<file path="config.mk">
export PLATFORM = sky130hd
export DESIGN_NAME = wpart_cache
export DESIGN_NICKNAME = d
export VERILOG_FILES = /design/src/rtl/wpart_pkg.sv /design/src/rtl/wpart_lookup.sv /design/src/rtl/wpart_rr.sv /design/src/rtl/wpart_cache.sv
export SDC_FILE = /design/constraint.sdc
export NUM_CORES = 1
export LEC_CHECK = 0
export BUFFER_PORTS_ARGS = -buffer_cell sky130_fd_sc_hd__buf_2
export CORE_ASPECT_RATIO = 1.25
export CORE_MARGIN = 2
export CORE_UTILIZATION = 42
export DETAILED_ROUTE_END_ITERATION = 12
export GPL_TIMING_DRIVEN = 0
export HOLD_SLACK_MARGIN = 0.05
export SYNTH_ARGS = -nofsm -noshare
export SYNTH_HDL_FRONTEND = slang
export SYNTH_SLANG_ARGS = --single-unit
</file>
<file path="constraint.sdc">
create_clock -name clk -period 4.7 [get_ports clk]
set_input_delay 0.705 -clock clk [delete_from_list [all_inputs] [get_ports clk]]
set_output_delay 0.705 -clock clk [all_outputs]
set_load 0.005 [all_outputs]
</file>
<file path="src/rtl/wpart_pkg.sv">
package wpart_pkg;

    typedef enum logic [2:0] {
        ST_IDLE,
        ST_LOOK,
        ST_EVICT,
        ST_READ,
        ST_WAIT,
        ST_DONE
    } wp_state_e;

    function automatic int ptr_width(input int n);
        return (n > 1) ? $clog2(n) : 1;
    endfunction

endpackage

</file>
<file path="src/rtl/wpart_lookup.sv">
module wpart_lookup #(
    parameter int WAYS    = 4,
    parameter int HI_WAYS = 2,
    parameter int TAG_W   = 8
) (
    input  logic [WAYS-1:0]            line_valid,
    input  logic [WAYS-1:0][TAG_W-1:0] line_tag,
    input  logic [TAG_W-1:0]           probe_tag,
    input  logic                       probe_high,
    output logic [WAYS-1:0]            match_vec,
    output logic                       hit,
    output logic [$clog2(WAYS)-1:0]    hit_way,
    output logic                       shadow,
    output logic [$clog2(WAYS)-1:0]    shadow_way
);
    localparam int WAY_W = $clog2(WAYS);

    logic [WAYS-1:0] vis_vec;
    logic [WAYS-1:0] hid_vec;

    for (genvar w = 0; w < WAYS; w++) begin : g_way
        localparam bit IN_HI = (w < HI_WAYS);
        assign match_vec[w] = line_valid[w] && (line_tag[w] == probe_tag);
        // a high line is visible only to a high-labelled probe
        assign vis_vec[w]   = match_vec[w] && (probe_high || !IN_HI);
        assign hid_vec[w]   = match_vec[w] && !probe_high && IN_HI;
    end

    always_comb begin
        hit_way    = '0;
        shadow_way = '0;
        for (int w = 0; w < WAYS; w++) begin
            if (vis_vec[w]) hit_way = WAY_W'(w);
            if (hid_vec[w]) shadow_way = WAY_W'(w);
        end
    end

    assign hit    = |vis_vec;
    assign shadow = |hid_vec;

endmodule

</file>
<file path="src/rtl/wpart_rr.sv">
module wpart_rr #(
    parameter int SETS  = 4,
    parameter int WAYS  = 4,
    parameter int NWAYS = 2,
    parameter int BASE  = 0
) (
    input  logic                      clk,
    input  logic                      rst_n,
    input  logic [$clog2(SETS)-1:0]   set_idx,
    input  logic                      advance,
    output logic [$clog2(WAYS)-1:0]   victim
);
    localparam int PTR_W = wpart_pkg::ptr_width(NWAYS);
    localparam int WAY_W = $clog2(WAYS);
    localparam logic [PTR_W-1:0] LAST   = PTR_W'(NWAYS - 1);
    localparam logic [WAY_W-1:0] BASE_C = WAY_W'(BASE);

    logic [PTR_W-1:0] ptr_q [SETS];

    always_ff @(posedge clk or negedge rst_n) begin
        if (!rst_n) begin
            for (int s = 0; s < SETS; s++) ptr_q[s] <= '0;
        end else if (advance) begin
            ptr_q[set_idx] <= (ptr_q[set_idx] == LAST) ? '0 : ptr_q[set_idx] + 1'b1;
        end
    end

    assign victim = BASE_C + WAY_W'(ptr_q[set_idx]);

endmodule

</file>
<file path="src/rtl/wpart_cache.sv">
module wpart_cache #(
    parameter int ADDR_W  = 10,
    parameter int DATA_W  = 32,
    parameter int SETS    = 4,
    parameter int WAYS    = 4,
    parameter int HI_WAYS = 2
) (
    input  logic              clk,
    input  logic              rst_n,
    input  logic              req_valid,
    output logic              req_ready,
    input  logic              req_high,
    input  logic              req_write,
    input  logic [ADDR_W-1:0] req_addr,
    input  logic [DATA_W-1:0] req_wdata,
    output logic              rsp_valid,
    output logic [DATA_W-1:0] rsp_rdata,
    output logic              mem_req_valid,
    input  logic              mem_req_ready,
    output logic              mem_req_write,
    output logic [ADDR_W-1:0] mem_req_addr,
    output logic [DATA_W-1:0] mem_req_wdata,
    input  logic              mem_rsp_valid,
    input  logic [DATA_W-1:0] mem_rsp_rdata
);
    import wpart_pkg::*;

    localparam int SET_W   = $clog2(SETS);
    localparam int TAG_W   = ADDR_W - SET_W;
    localparam int WAY_W   = $clog2(WAYS);
    localparam int LO_WAYS = WAYS - HI_WAYS;
    localparam logic [WAY_W-1:0] LO_BASE = WAY_W'(HI_WAYS);

    // line storage
    logic [WAYS-1:0]             valid_q [SETS];
    logic [WAYS-1:0]             dirty_q [SETS];
    logic [WAYS-1:0][TAG_W-1:0]  tag_q   [SETS];
    logic [WAYS-1:0][DATA_W-1:0] data_q  [SETS];

    // request held for the duration of its service
    wp_state_e          st, st_nx;
    logic               r_high, r_write, r_mig;
    logic [ADDR_W-1:0]  r_addr;
    logic [DATA_W-1:0]  r_wdata, r_fill;
    logic [WAY_W-1:0]   r_victim, r_src;

    logic [SET_W-1:0]   lk_set;
    logic [TAG_W-1:0]   lk_tag;
    logic [WAYS-1:0]    lk_match;
    logic               lk_hit, lk_shadow;
    logic [WAY_W-1:0]   lk_hit_way, lk_shadow_way;
    logic [WAY_W-1:0]   hi_victim, lo_victim, vict_way;
    logic [DATA_W-1:0]  done_data;
    logic               done_dirty;

    assign lk_set = r_addr[SET_W-1:0];
    assign lk_tag = r_addr[ADDR_W-1:SET_W];

    wpart_lookup #(.WAYS(WAYS), .HI_WAYS(HI_WAYS), .TAG_W(TAG_W)) u_lookup (
        .line_valid (valid_q[lk_set]),
        .line_tag   (tag_q[lk_set]),
        .probe_tag  (lk_tag),
        .probe_high (r_high),
        .match_vec  (lk_match),
        .hit        (lk_hit),
        .hit_way    (lk_hit_way),
        .shadow     (lk_shadow),
        .shadow_way (lk_shadow_way)
    );

    wpart_rr #(.SETS(SETS), .WAYS(WAYS), .NWAYS(HI_WAYS), .BASE(0)) u_rr_hi (
        .clk     (clk),
        .rst_n   (rst_n),
        .set_idx (lk_set),
        .advance (st == ST_DONE && r_high),
        .victim  (hi_victim)
    );

    wpart_rr #(.SETS(SETS), .WAYS(WAYS), .NWAYS(LO_WAYS), .BASE(HI_WAYS)) u_rr_lo (
        .clk     (clk),
        .rst_n   (rst_n),
        .set_idx (lk_set),
        .advance (st == ST_DONE && !r_high),
        .victim  (lo_victim)
    );

    // the victim always comes from the requester's own group
    assign vict_way = r_high ? hi_victim : lo_victim;

    // line content installed in DONE
    always_comb begin
        if (r_write)    done_data = r_wdata;
        else if (r_mig) done_data = data_q[lk_set][r_src];
        else            done_data = r_fill;
        done_dirty = r_write || (r_mig && dirty_q[lk_set][r_src]);
    end

    // state register
    always_ff @(posedge clk or negedge rst_n) begin
        if (!rst_n) st <= ST_IDLE;
        else        st <= st_nx;
    end

    // next state
    always_comb begin
        st_nx = st;
        unique case (st)
            ST_IDLE:  if (req_valid) st_nx = ST_LOOK;
            ST_LOOK: begin
                if (lk_hit)                                              st_nx = ST_IDLE;
                else if (valid_q[lk_set][vict_way] && dirty_q[lk_set][vict_way]) st_nx = ST_EVICT;
                else if (lk_shadow)                                      st_nx = ST_DONE;
                else                                                     st_nx = ST_READ;
            end
            ST_EVICT: if (mem_req_ready) st_nx = r_mig ? ST_DONE : ST_READ;
            ST_READ:  if (mem_req_ready) st_nx = ST_WAIT;
            ST_WAIT:  if (mem_rsp_valid) st_nx = ST_DONE;
            ST_DONE:  st_nx = ST_IDLE;
            default:  st_nx = ST_IDLE;
        endcase
    end

    // outputs
    always_comb begin
        req_ready     = 1'b0;
        rsp_valid     = 1'b0;
        rsp_rdata     = r_write ? r_wdata : data_q[lk_set][lk_hit_way];
        mem_req_valid = 1'b0;
        mem_req_write = 1'b0;
        mem_req_addr  = r_addr;
        mem_req_wdata = data_q[lk_set][r_victim];
        unique case (st)
            ST_IDLE: req_ready = 1'b1;
            ST_LOOK: rsp_valid = lk_hit;
            ST_EVICT: begin
                mem_req_valid = 1'b1;
                mem_req_write = 1'b1;
                mem_req_addr  = {tag_q[lk_set][r_victim], lk_set};
            end
            ST_READ: mem_req_valid = 1'b1;
            ST_WAIT: ;
            ST_DONE: begin
                rsp_valid = 1'b1;
                rsp_rdata = done_data;
            end
            default: ;
        endcase
    end

    // request capture and miss bookkeeping
    always_ff @(posedge clk or negedge rst_n) begin
        if (!rst_n) begin
            r_high   <= 1'b0;
            r_write  <= 1'b0;
            r_addr   <= '0;
            r_wdata  <= '0;
            r_fill   <= '0;
            r_mig    <= 1'b0;
            r_victim <= '0;
            r_src    <= '0;
        end else begin
            if (st == ST_IDLE && req_valid) begin
                r_high  <= req_high;
                r_write <= req_write;
                r_addr  <= req_addr;
                r_wdata <= req_wdata;
            end
            if (st == ST_LOOK && !lk_hit) begin
                r_victim <= vict_way;
                r_mig    <= lk_shadow;
                r_src    <= lk_shadow_way;
            end
            if (st == ST_WAIT && mem_rsp_valid) r_fill <= mem_rsp_rdata;
        end
    end

    // valid and dirty state
    always_ff @(posedge clk or negedge rst_n) begin
        if (!rst_n) begin
            for (int s = 0; s < SETS; s++) begin
                valid_q[s] <= '0;
                dirty_q[s] <= '0;
            end
        end else begin
            if (st == ST_LOOK && lk_hit && r_write) dirty_q[lk_set][lk_hit_way] <= 1'b1;
            if (st == ST_DONE) begin
                if (r_mig) begin
                    valid_q[lk_set][r_src] <= 1'b0;
                    dirty_q[lk_set][r_src] <= 1'b0;
                end
                valid_q[lk_set][r_victim] <= 1'b1;
                dirty_q[lk_set][r_victim] <= done_dirty;
            end
        end
    end

    // tags and data carry no reset
    always_ff @(posedge clk) begin
        if (st == ST_LOOK && lk_hit && r_write) data_q[lk_set][lk_hit_way] <= r_wdata;
        if (st == ST_DONE) begin
            tag_q[lk_set][r_victim]  <= lk_tag;
            data_q[lk_set][r_victim] <= done_data;
        end
    end


    fill_own_group_chk: assert property (@(posedge clk) disable iff (!rst_n)
        (st == ST_DONE) |-> (r_high ? (r_victim < LO_BASE) : (r_victim >= LO_BASE)));


    low_sees_low_chk: assert property (@(posedge clk) disable iff (!rst_n)
        (st == ST_LOOK && !r_high && lk_hit) |-> (lk_hit_way >= LO_BASE));


    single_copy_chk: assert property (@(posedge clk) disable iff (!rst_n)
        (st == ST_LOOK) |-> $onehot0(lk_match));


    wb_only_dirty_chk: assert property (@(posedge clk) disable iff (!rst_n)
        (mem_req_valid && mem_req_write) |-> (valid_q[lk_set][r_victim] && dirty_q[lk_set][r_victim]));


    hit_next_cycle_chk: assert property (@(posedge clk) disable iff (!rst_n)
        (req_valid && req_ready) |=> (rsp_valid == lk_hit));


    one_in_flight_chk: assert property (@(posedge clk) disable iff (!rst_n)
        (req_valid && req_ready) |=> !req_ready);


    mem_hold_chk: assert property (@(posedge clk) disable iff (!rst_n)
        (mem_req_valid && !mem_req_ready) |=>
            (mem_req_valid && $stable(mem_req_addr) && $stable(mem_req_write)));

endmodule

</file>
==> impl_metrics.env, run 1 <==
export IMPL_clock_skew_ns=0.02643
export IMPL_design_area_um2=39310
export IMPL_drc_errors=0
export IMPL_start_kind="flop"
export IMPL_hpwl_um=81290
export IMPL_ys_ff_latch=763
export IMPL_ctsLongestPathBuffers=3
export IMPL_whs_path_depth=2
export IMPL_final_common_cell="edfxtp_1"
export IMPL_die_area_um2=82060
export IMPL_holdWs_ns=0.2977
export IMPL_fin_nets=2425
export IMPL_die_x_um=256.6
export IMPL_fin_crit_sh_pct=97.88
export IMPL_drive_gt1_share_pct=31.44
export IMPL_reg2reg_depth=13
export IMPL_row_count=115
export IMPL_grt_overflow=0
export IMPL_tightest_slew_ns=1.197
export IMPL_grt_start_max_net_pins=79
export IMPL_max_vdd_ir_drop_v=0.0003923
export IMPL_synthDominantCellAreaShare_pct=57.36
export IMPL_syn_to_final_growth_pct=17.33
export IMPL_synth_flop_cell="edfxtp_1"
export IMPL_place_congestion=0.9482
export IMPL_min_period_ns=4.600
export IMPL_crit_arrival_ns=3.90
export IMPL_drt_total_wl_um=107800
export IMPL_grt_pass1_vias=20946
export IMPL_detailed_place_area_um2=36130
export IMPL_fmax_mhz=217.4
export IMPL_clock_latency_ns=0.64
export IMPL_pwr_density_cell_nw_per_um2=678.2
export IMPL_drtIter0Drc=1865
export IMPL_io_pins=159
export IMPL_synthArstFlopShare_pct=16.12
export IMPL_gr_usage_all_layers_pct=26.34
export IMPL_initial_core_util_pct=42.49
export IMPL_hold_viol_final=0
export IMPL_p_leak_uw=0.01356
export IMPL_post_place_cells=3293
export IMPL_max_cap_violations=0
export IMPL_synth_area_um2=33500
export IMPL_outcome="finished, final reports clean"
export IMPL_yosys_warnings=0
export IMPL_max_slew_margin_rel_pct=20.22
export IMPL_synth_cell_types=52
export IMPL_vias=20693
export IMPL_postRouteAntennaNets=0
export IMPL_syn_instance_count=2065
export IMPL_end_kind="output pin"
export IMPL_core_area_um2=78850
export IMPL_cp_max_fo=10
export IMPL_synth_edf_count=640
export IMPL_synthesis_nets=2146
export IMPL_cts_sink_count=763
export IMPL_htreeDepth=3
export IMPL_slew_violations=0
export IMPL_cts_root_buffer="clkbuf_16"
export IMPL_io_buffers=158
export IMPL_cts_buffers=79
export IMPL_wl_per_cell_um=31.16
export IMPL_antenna_found_initial=11
export IMPL_mostFrequentLayoutCells="edfxtp_1, nand2_1, mux4_2"
export IMPL_hold_path_class="in2reg"
export IMPL_grt_pass1_wl_um=151900
export IMPL_viasPerCell=5.979
export IMPL_die_height_um=319.8
export IMPL_crit_type="reg2out"
export IMPL_cts_tree="done"
export IMPL_total_power_uw=26660
export IMPL_antenna_cells=0
export IMPL_firstDrtPassIters=5
export IMPL_path_clk_slew_ns=0.06
export IMPL_worst_ep_required_time_ns=3.99
export IMPL_instances_no_fill=3461
export IMPL_netlist_top_cells_area="edfxtp_1, mux4_2, dfrtp_1"
export IMPL_setup_viol=0
export IMPL_synth_yosys_seq_area_share_pct=66.55
export IMPL_syn_area_per_cell_um2=16.23
export IMPL_synth_area_leader_cell="edfxtp_1"
[cells in the mapped netlist, types with 6 or more instances]
cell type  count
inv_1         15
buf_2         22
nand2b_1       9
a21oi_1      137
dfrtp_1      123
nor3_1         8
a31oi_1       20
clkbuf_1      94
a211oi_1      14
nand2_1      216
nand3_1       11
mux4_2       204
o21ai_0      153
or2_2          8
a32oi_1       14
mux2_4        31
xnor2_1       36
mux2_2        87
nor2b_1        6
buf_1         17
nor2_1        95
buf_4         11
mux2i_1       38
mux4_1         6
edfxtp_1     640
[through the flow]
step | utilization [%] | TNS [ns] | setup WS (ns)
6_report | 49.85 | 0 | 0.09951
5_1_grt | 49.85 | -0.01028 | -0.005715
4_1_cts | 49.58 | 0 | 0.009689
3_5_place_dp | 45.82 | -29.72 | -0.4473
3_3_place_gp | 45.17 | -884.96 | -2.391
2_1_floorplan | - | 0 | 0.3053
[final cells by class]
class                      instances  area, um2
multi-input combinational       1136      10860
fill                            6736      39540
inverter                          15      56.30
sequential                       763      22300
clock buffer                     109       2223
tap                             1053       1318
timing repair buffer             198       1366
buffer                           151      888.4
clock inverter                    36      305.3
[where the power goes]
| group | switching [uW] | internal [uW] |
|---|---|---|
| sequential | 944 | 8740 |
| clock | 2610 | 3540 |
| combinational | 6600 | 4230 |
| total | 10200 | 16500 |
[metal layers]
| layer | vias to the layer above | part of all wire, % | global-route usage (%) |
|---|---|---|---|
| met2 | 993 | 51 | 45.86 |
| met5 | - | 0.064 | 0 |
| li1 | 8658 | - | - |
| met4 | 12 | 5.7 | 13.28 |
| met3 | 252 | 6.8 | 4.660 |
| met1 | 10778 | 36 | 31.43 |
[what timing repair did]
action                     CTS  global route
pin swaps                    2             8
buffers inserted             6            16
setup endpoints to repair  325            37
hold buffers                 1             0
resized for setup           89            27
hold endpoints to repair    45             0
[cell families after synthesis]
logic type	count (synthesis)	synth area share [%]
flip-flops	763	66.55
XOR/XNOR	40	1.046
AND/OR/NAND/NOR	372	4.601
AO/OA/AOI/OAI	358	5.919
multiplexers	366	19.63
buffers and inverters	166	2.256
[critical path, cell delays in order, from the launching register on]
cell	delay [ns]
dfrtp_1	0.35
buf_4	0.19
buf_6	0.20
buf_4	0.23
buf_4	0.27
buf_6	0.28
buf_4	0.28
mux4_2	0.39
mux2i_1	0.16
a211oi_1	0.10
a21oi_2	0.36
a32oi_2	0.20
buf_2	0.22
[flip-flops by register name, summed over array words and instances (netlist names)]
signal / cells
data_q: 512
dirty_q: 16
r_addr: 10
r_fill: 32
r_high: 1
r_mig: 1
r_src: 1
r_victim: 2
r_wdata: 32
r_write: 1
st: 3
tag_q: 128
u_rr_hi.ptr_q: 4
u_rr_lo.ptr_q: 4
valid_q: 16
[worst paths after layout]
path | endpoint | slack, ns | start
worst max-delay path | rsp_rdata[25] | 0.1 | r_addr[1]
worst min-delay path | r_fill[30] | 0.30 | mem_rsp_rdata[30]
worst max register to register | data_q[0][55] | 0.52 | r_addr[0]
worst min register to register | valid_q[6] | 0.46 | valid_q[6]
max in group asynchronous | r_addr[4] | 3.23 | rst_n
min in group asynchronous | r_fill[25] | 0.60 | rst_n
No activity file was read; power rests on OpenSTA's default activity.
==> inputs of run 2 (changes only) <==
- CELL_PAD_IN_SITES_DETAIL_PLACEMENT: default -> 1
- CELL_PAD_IN_SITES_GLOBAL_PLACEMENT: default -> 2
- PLACE_DENSITY_LB_ADDON: default -> 0.1
==> impl_metrics.env, run 2 (same netlist as run 1, synthesis figures left out) <==
export IMPL_drc_errors=0
export IMPL_syn_to_final_growth_pct=19.25
export IMPL_max_slew_margin_rel_pct=6.711
export IMPL_cp_top_family="simple AND/OR/NAND/NOR gates"
export IMPL_row_count=115
export IMPL_fin_nets=2444
export IMPL_path_clk_slew_ns=0.06
export IMPL_rsz0062_at_grt="yes"
export IMPL_vias=20967
export IMPL_post_place_cells=3304
export IMPL_regArea_um2=22300
export IMPL_final_common_cell="edfxtp_1"
export IMPL_largestRegisters="data_q x512, tag_q x128"
export IMPL_multi_input_area_um2=10810
export IMPL_largest_reg_flops=512
export IMPL_max_vdd_ir_drop_v=0.0004067
export IMPL_drtIter0Drc=1867
export IMPL_gr_usage_all_layers_pct=29.29
export IMPL_min_period_ns=4.644
export IMPL_drive_gt1_share_pct=32.43
export IMPL_place_congestion=0.8317
export IMPL_cts_sink_count=763
export IMPL_die_area_um2=82060
export IMPL_outcome="finished, final reports clean"
export IMPL_antenna_found_initial=3
export IMPL_crit_type="reg2out"
export IMPL_grt_pass1_vias=22606
export IMPL_wl_per_cell_um=34.26
export IMPL_cp_max_fo=10
export IMPL_antenna_cells=0
export IMPL_holdWs_ns=0.07933
export IMPL_total_power_uw=26470
export IMPL_intPower_uw=16970
export IMPL_postRouteAntennaNets=0
export IMPL_start_kind="flop"
export IMPL_hpwl_um=82920
export IMPL_grt_pass1_wl_um=168500
export IMPL_clock_skew_ns=0.02506
export IMPL_die_height_um=319.8
export IMPL_cpMostUsedCell="buf_12"
export IMPL_cts_hold_buffers=0
export IMPL_slew_violations=0
export IMPL_seqPwrFrac_pct=35.8
export IMPL_fillers=7563
export IMPL_p_leak_uw=0.01388
export IMPL_grt_overflow=0
export IMPL_htreeDepth=3
export IMPL_cts_root_buffer="clkbuf_16"
export IMPL_io_pins=159
export IMPL_grt_start_max_net_pins=66
export IMPL_max_cap_violations=0
export IMPL_worst_ep_required_time_ns=3.99
export IMPL_clock_latency_ns=0.65
export IMPL_end_kind="output pin"
export IMPL_hold_path_class="in2async"
export IMPL_critPathMaxStageDelay_ns=0.58
export IMPL_regMostFlops="data_q"
export IMPL_mostFrequentLayoutCells="edfxtp_1, nand2_1, mux4_2"
export IMPL_p_clk_share_pct=25.2
export IMPL_worstPathCellList="buf_8 -> buf_12 -> mux4_2 -> xnor2_2 -> nand4_1 -> or4_4 -> buf_12 -> buf_12 -> mux2_4 -> nand2_1 -> a32oi_4 -> buf_2"
export IMPL_crit_arrival_ns=3.94
export IMPL_path_buf_inv=5
export IMPL_sw_frac_of_total_pct=35.89
export IMPL_instances_no_fill=3483
export IMPL_p_sw_uw=9503
export IMPL_ctsLongestPathBuffers=3
export IMPL_initial_core_util_pct=42.49
export IMPL_io_buffers=158
export IMPL_drt_total_wl_um=119300
export IMPL_tightest_slew_ns=1.399
export IMPL_setup_viol=0
export IMPL_fin_crit_sh_pct=98.80
export IMPL_pwr_density_cell_nw_per_um2=662.6
export IMPL_fmax_mhz=215.3
export IMPL_firstDrtPassIters=5
export IMPL_core_area_um2=78850
export IMPL_crit_slowest_cell="or4_4"
export IMPL_die_x_um=256.6
export IMPL_viasPerCell=6.020
export IMPL_cts_buffers=79
export IMPL_hold_viol_final=0
export IMPL_cts_tree="done"
export IMPL_power_frac_comb_pct=39.0
## run 2: worst paths after layout
path	startpoint	endpoint	slack [ns]	cells after the start
max reg2reg	r_addr[0]	data_q[0][85]	0.26	16
max	r_addr[0]	rsp_rdata[30]	0.06	12
max in group asynchronous	rst_n	r_wdata[13]	3.81	2
min in group clk	req_wdata[16]	r_wdata[16]	0.29	2
min reg2reg	u_rr_hi.ptr_q[1]	u_rr_hi.ptr_q[1]	0.46	1
min	rst_n	r_addr[4]	0.08	1
## run 2: per-layer routing
layer	vias to the layer above	wire, um	global-route usage [%]
met3	242	6850	4.303
met5	-	24	0
met4	4	5594	12.91
li1	8709	-	-
met1	11212	45290	35.78
met2	800	61570	51.58
## run 2: per-stage QoR
step	utilization (%)	worst slack [ns]	setup TNS [ns]	instance area (um2)
6_report	50.67	0.05624	0	39950
5_1_grt	50.67	-0.06827	-0.1445	39950
4_1_cts	50.29	0.006883	0	39650
3_5_place_dp	46.17	-0.7878	-119.38	36400
3_3_place_gp	45.17	-3.162	-1448.55	35610
2_1_floorplan	-	0.3053	0	33500
## run 2: what timing repair did
action / 4_1_cts / 5_1_grt
buffers inserted: 15 / 16
pin swaps: 7 / 13
resized for setup: 110 / 42
setup endpoints to repair: 480 / 51
endpoints found under the hold margin: 0 / 0
cloned: 0 / 2
## run 2: cell type report
type	instances	share of cell area (%)
clock inverters	40	1.293
plain buffers	149	2.461
flip-flops and latches	763	55.81
multi-input cells	1136	27.06
inverters	15	0.1409
well taps	1053	3.298
clock buffers	108	5.537
repair buffers	219	4.400
## run 2: power by group through the flow
stage / clock (uW) / combinational, uW / sequential, uW
floorplan: 0 / 6060 / 9230
global placement: 0 / 9450 / 9580
detailed placement: 0 / 9770 / 9620
CTS: 6750 / 10100 / 9480
global route: 7000 / 11000 / 9560
finish: 6660 / 10300 / 9490
==> inputs of run 3 (changes only) <==
- ABC_AREA: default -> 1
- CORE_UTILIZATION: 42 -> 37
- HOLD_SLACK_MARGIN: 0.05 -> 0.08
- SLEW_MARGIN: default -> 10
==> impl_metrics.env, run 3 <==
export IMPL_outcome="finished, final reports clean"
export IMPL_regMostFlops="data_q"
export IMPL_place_congestion=0.9238
export IMPL_synth_flop_cell="edfxtp_1"
export IMPL_synthTopCellsByCount="nand2_1, edfxtp_1, o21ai_0"
export IMPL_p_leak_uw=0.01553
export IMPL_start_kind="flop"
export IMPL_seqPwrFrac_pct=34.5
export IMPL_pwr_density_cell_nw_per_um2=688.5
export IMPL_muxShareOfSynthArea_pct=1.525
export IMPL_sw_frac_of_total_pct=43.11
export IMPL_grt_start_max_net_pins=66
export IMPL_initial_core_util_pct=37.24
export IMPL_die_x_um=275.0
export IMPL_cts_tree="done"
export IMPL_largest_reg_flops=512
export IMPL_drive_gt1_share_pct=15.06
export IMPL_crit_slowest_cell="dfrtp_1"
export IMPL_synth_yosys_seq_area_share_pct=65.62
export IMPL_drc_errors=0
export IMPL_htreeDepth=3
export IMPL_rsz0062_at_grt="yes"
export IMPL_crit_type="reg2out"
export IMPL_wl_per_cell_um=29.39
export IMPL_ys_ff_latch=763
export IMPL_hpwl_um=106700
export IMPL_syn_instance_count=3256
export IMPL_p_clk_share_pct=24.4
export IMPL_yosys_area_share_xor_xnor_pct=0
export IMPL_crit_arrival_ns=3.93
export IMPL_tightest_slew_ns=1.333
export IMPL_syn_area_per_cell_um2=10.43
export IMPL_end_kind="output pin"
export IMPL_synthDominantCellAreaShare_pct=56.56
export IMPL_mostFrequentLayoutCells="nand2_1, edfxtp_1, buf_2"
export IMPL_clock_skew_ns=0.02274
export IMPL_synthArstFlopShare_pct=16.12
export IMPL_largestRegisters="data_q x512, tag_q x128"
export IMPL_power_frac_comb_pct=41.1
export IMPL_synth_adder_area_share_pct=0
export IMPL_cts_buffers=81
export IMPL_max_vdd_ir_drop_v=0.0004715
export IMPL_cp_top_family="buffers and inverters"
export IMPL_intPower_uw=15650
export IMPL_cts_root_buffer="clkbuf_16"
export IMPL_worstPathCellList="buf_4 -> inv_4 -> nand2_2 -> inv_2 -> buf_4 -> buf_2 -> a22oi_1 -> nand2_1 -> a21oi_1 -> o21ai_2 -> nor2_1 -> a21oi_1 -> buf_2"
export IMPL_path_clk_slew_ns=0.06
export IMPL_finalSetupTns_ns=0
export IMPL_worst_ep_required_time_ns=3.99
export IMPL_p_sw_uw=11860
export IMPL_synth_area_leader_cell="edfxtp_1"
export IMPL_synth_cell_types=38
export IMPL_setup_viol=0
export IMPL_grt_overflow=0
export IMPL_syn_to_final_growth_pct=17.62
export IMPL_critPathMaxStageDelay_ns=0.44
export IMPL_path_buf_inv=6
export IMPL_die_height_um=342.8
export IMPL_cts_sink_count=763
export IMPL_postRouteAntennaNets=0
export IMPL_hold_path_class="in2reg"
export IMPL_grt_pass1_wl_um=200000
export IMPL_ctsLongestPathBuffers=3
export IMPL_grt_pass1_vias=28008
export IMPL_yosys_warnings=0
export IMPL_fin_nets=3606
export IMPL_firstDrtPassIters=6
export IMPL_max_slew_margin_rel_pct=10.81
export IMPL_slew_violations=0
export IMPL_pre_cts_slack_ns=-0.6602
export IMPL_synth_compound_area_share_pct=10.85
export IMPL_synth_area_um2=33980
export IMPL_synth_top_family_by_area="simple AND/OR/NAND/NOR gates"
export IMPL_cp_max_fo=10
export IMPL_row_count=124
export IMPL_timing_final_ws_setup_ns=0.06010
export IMPL_netlist_top_cells_area="edfxtp_1, nand2_1, dfrtp_1"
export IMPL_viasPerCell=5.633
export IMPL_hold_viol_final=0
export IMPL_max_cap_violations=0
export IMPL_yosys_area_share_simple_pct=17.51
export IMPL_core_area_um2=91230
export IMPL_vias=26983
export IMPL_synth_edf_count=640
export IMPL_antenna_found_initial=5
export IMPL_fin_crit_sh_pct=98.72
export IMPL_synth_most_common_cell="nand2_1"
export IMPL_clock_latency_ns=0.66
export IMPL_synthesis_nets=3337
export IMPL_total_power_uw=27520
export IMPL_io_buffers=158
export IMPL_io_pins=159
export IMPL_fmax_mhz=215.5
export IMPL_drtIter0Drc=2583
export IMPL_drt_total_wl_um=140800
export IMPL_min_period_ns=4.640
export IMPL_gr_usage_all_layers_pct=29.96
export IMPL_final_common_cell="nand2_1"
export IMPL_die_area_um2=94280
[run 3: changes by cell type after synthesis, sizes merged, moves of 36 or more]
| cell | before | now |
|---|---|---|
| mux2 | 118 | 46 |
| mux4 | 210 | 0 |
| a22oi | 0 | 194 |
| nand3 | 11 | 173 |
| nand2 | 216 | 1105 |
| inv | 15 | 173 |
| o21ai | 153 | 205 |
| mux2i | 38 | 0 |
| xnor2 | 36 | 0 |
| nor2 | 96 | 166 |
[run 3: kinds of logic (layout without fill, tap and decap cells)]
logic type	Yosys count	in the layout
AND/OR/NAND/NOR	1487	1487
flip-flops	763	763
AO/OA/AOI/OAI	597	597
buffers and inverters	363	699
multiplexers	46	46
other	0	1
[run 3: what timing repair did]
item / 4_1_cts / 5_1_grt
setup buffers: 7 / 3
pin swaps: 4 / 2
gates resized for setup: 121 / 48
gates cloned: 0 / 0
hold buffers: 1 / 0
hold endpoints to repair: 58 / 0
endpoints found under the setup margin: 340 / 82
[run 3: stage by stage]
stage | utilization [%] | hold WS (ns) | area (um2) | std cells
after floorplan | - | 0.4094 | 33980 | 3256
after global placement | 39.75 | 0.4390 | 36260 | 4611
after detailed placement | 40.23 | 0.4511 | 36710 | 4628
after CTS | 43.62 | 0.2624 | 39790 | 4786
after global routing | 43.80 | 0.2770 | 39960 | 4789
final | 43.80 | 0.2803 | 39960 | 4790
[run 3: power groups by stage]
stage / clock (uW) / combinational (uW) / sequential, uW
after floorplan: 0 / 5820 / 9170
after global routing: 7040 / 12200 / 9550
final: 6710 / 11300 / 9490
after CTS: 6790 / 11100 / 9480
after detailed placement: 0 / 10900 / 9620
after global placement: 0 / 10600 / 9580
[run 3: path summary, 6_finish.rpt]
path,cells past startpoint,startpoint,slack [ns],end
worst max-delay path,13,r_addr[1],0.06,rsp_rdata[1]
worst min-delay path,2,mem_rsp_rdata[25],0.28,r_fill[25]
worst max register to register,11,st[2],0.17,data_q[2][53]
worst min register to register,2,valid_q[10],0.46,valid_q[10]
max in group asynchronous,3,rst_n,3.27,r_wdata[22]
min in group asynchronous,2,rst_n,0.61,st[2]
[run 3: layer usage]
layer / up-vias / GRT usage, % / routed length (um) / part of all wire, %
li1: 11922 / - / - / -
met1: 13799 / 38.70 / 57070 / 41
met2: 1025 / 50.54 / 69320 / 49
met3: 235 / 4.220 / 8891 / 6.3
met4: 2 / 12.34 / 5507 / 3.9
met5: - / 0 / 8 / 0.0057
[run 3: final cells by class]
type | instances | area [um2]
multi-input combinational | 2130 | 10410
clock inverter | 44 | 494.2
sequential | 763 | 22310
inverter | 177 | 666.9
tap | 1197 | 1498
buffer | 186 | 994.7
fill | 9943 | 51270
antenna | 1 | 2.502
timing repair buffer | 186 | 1324
clock buffer | 106 | 2267
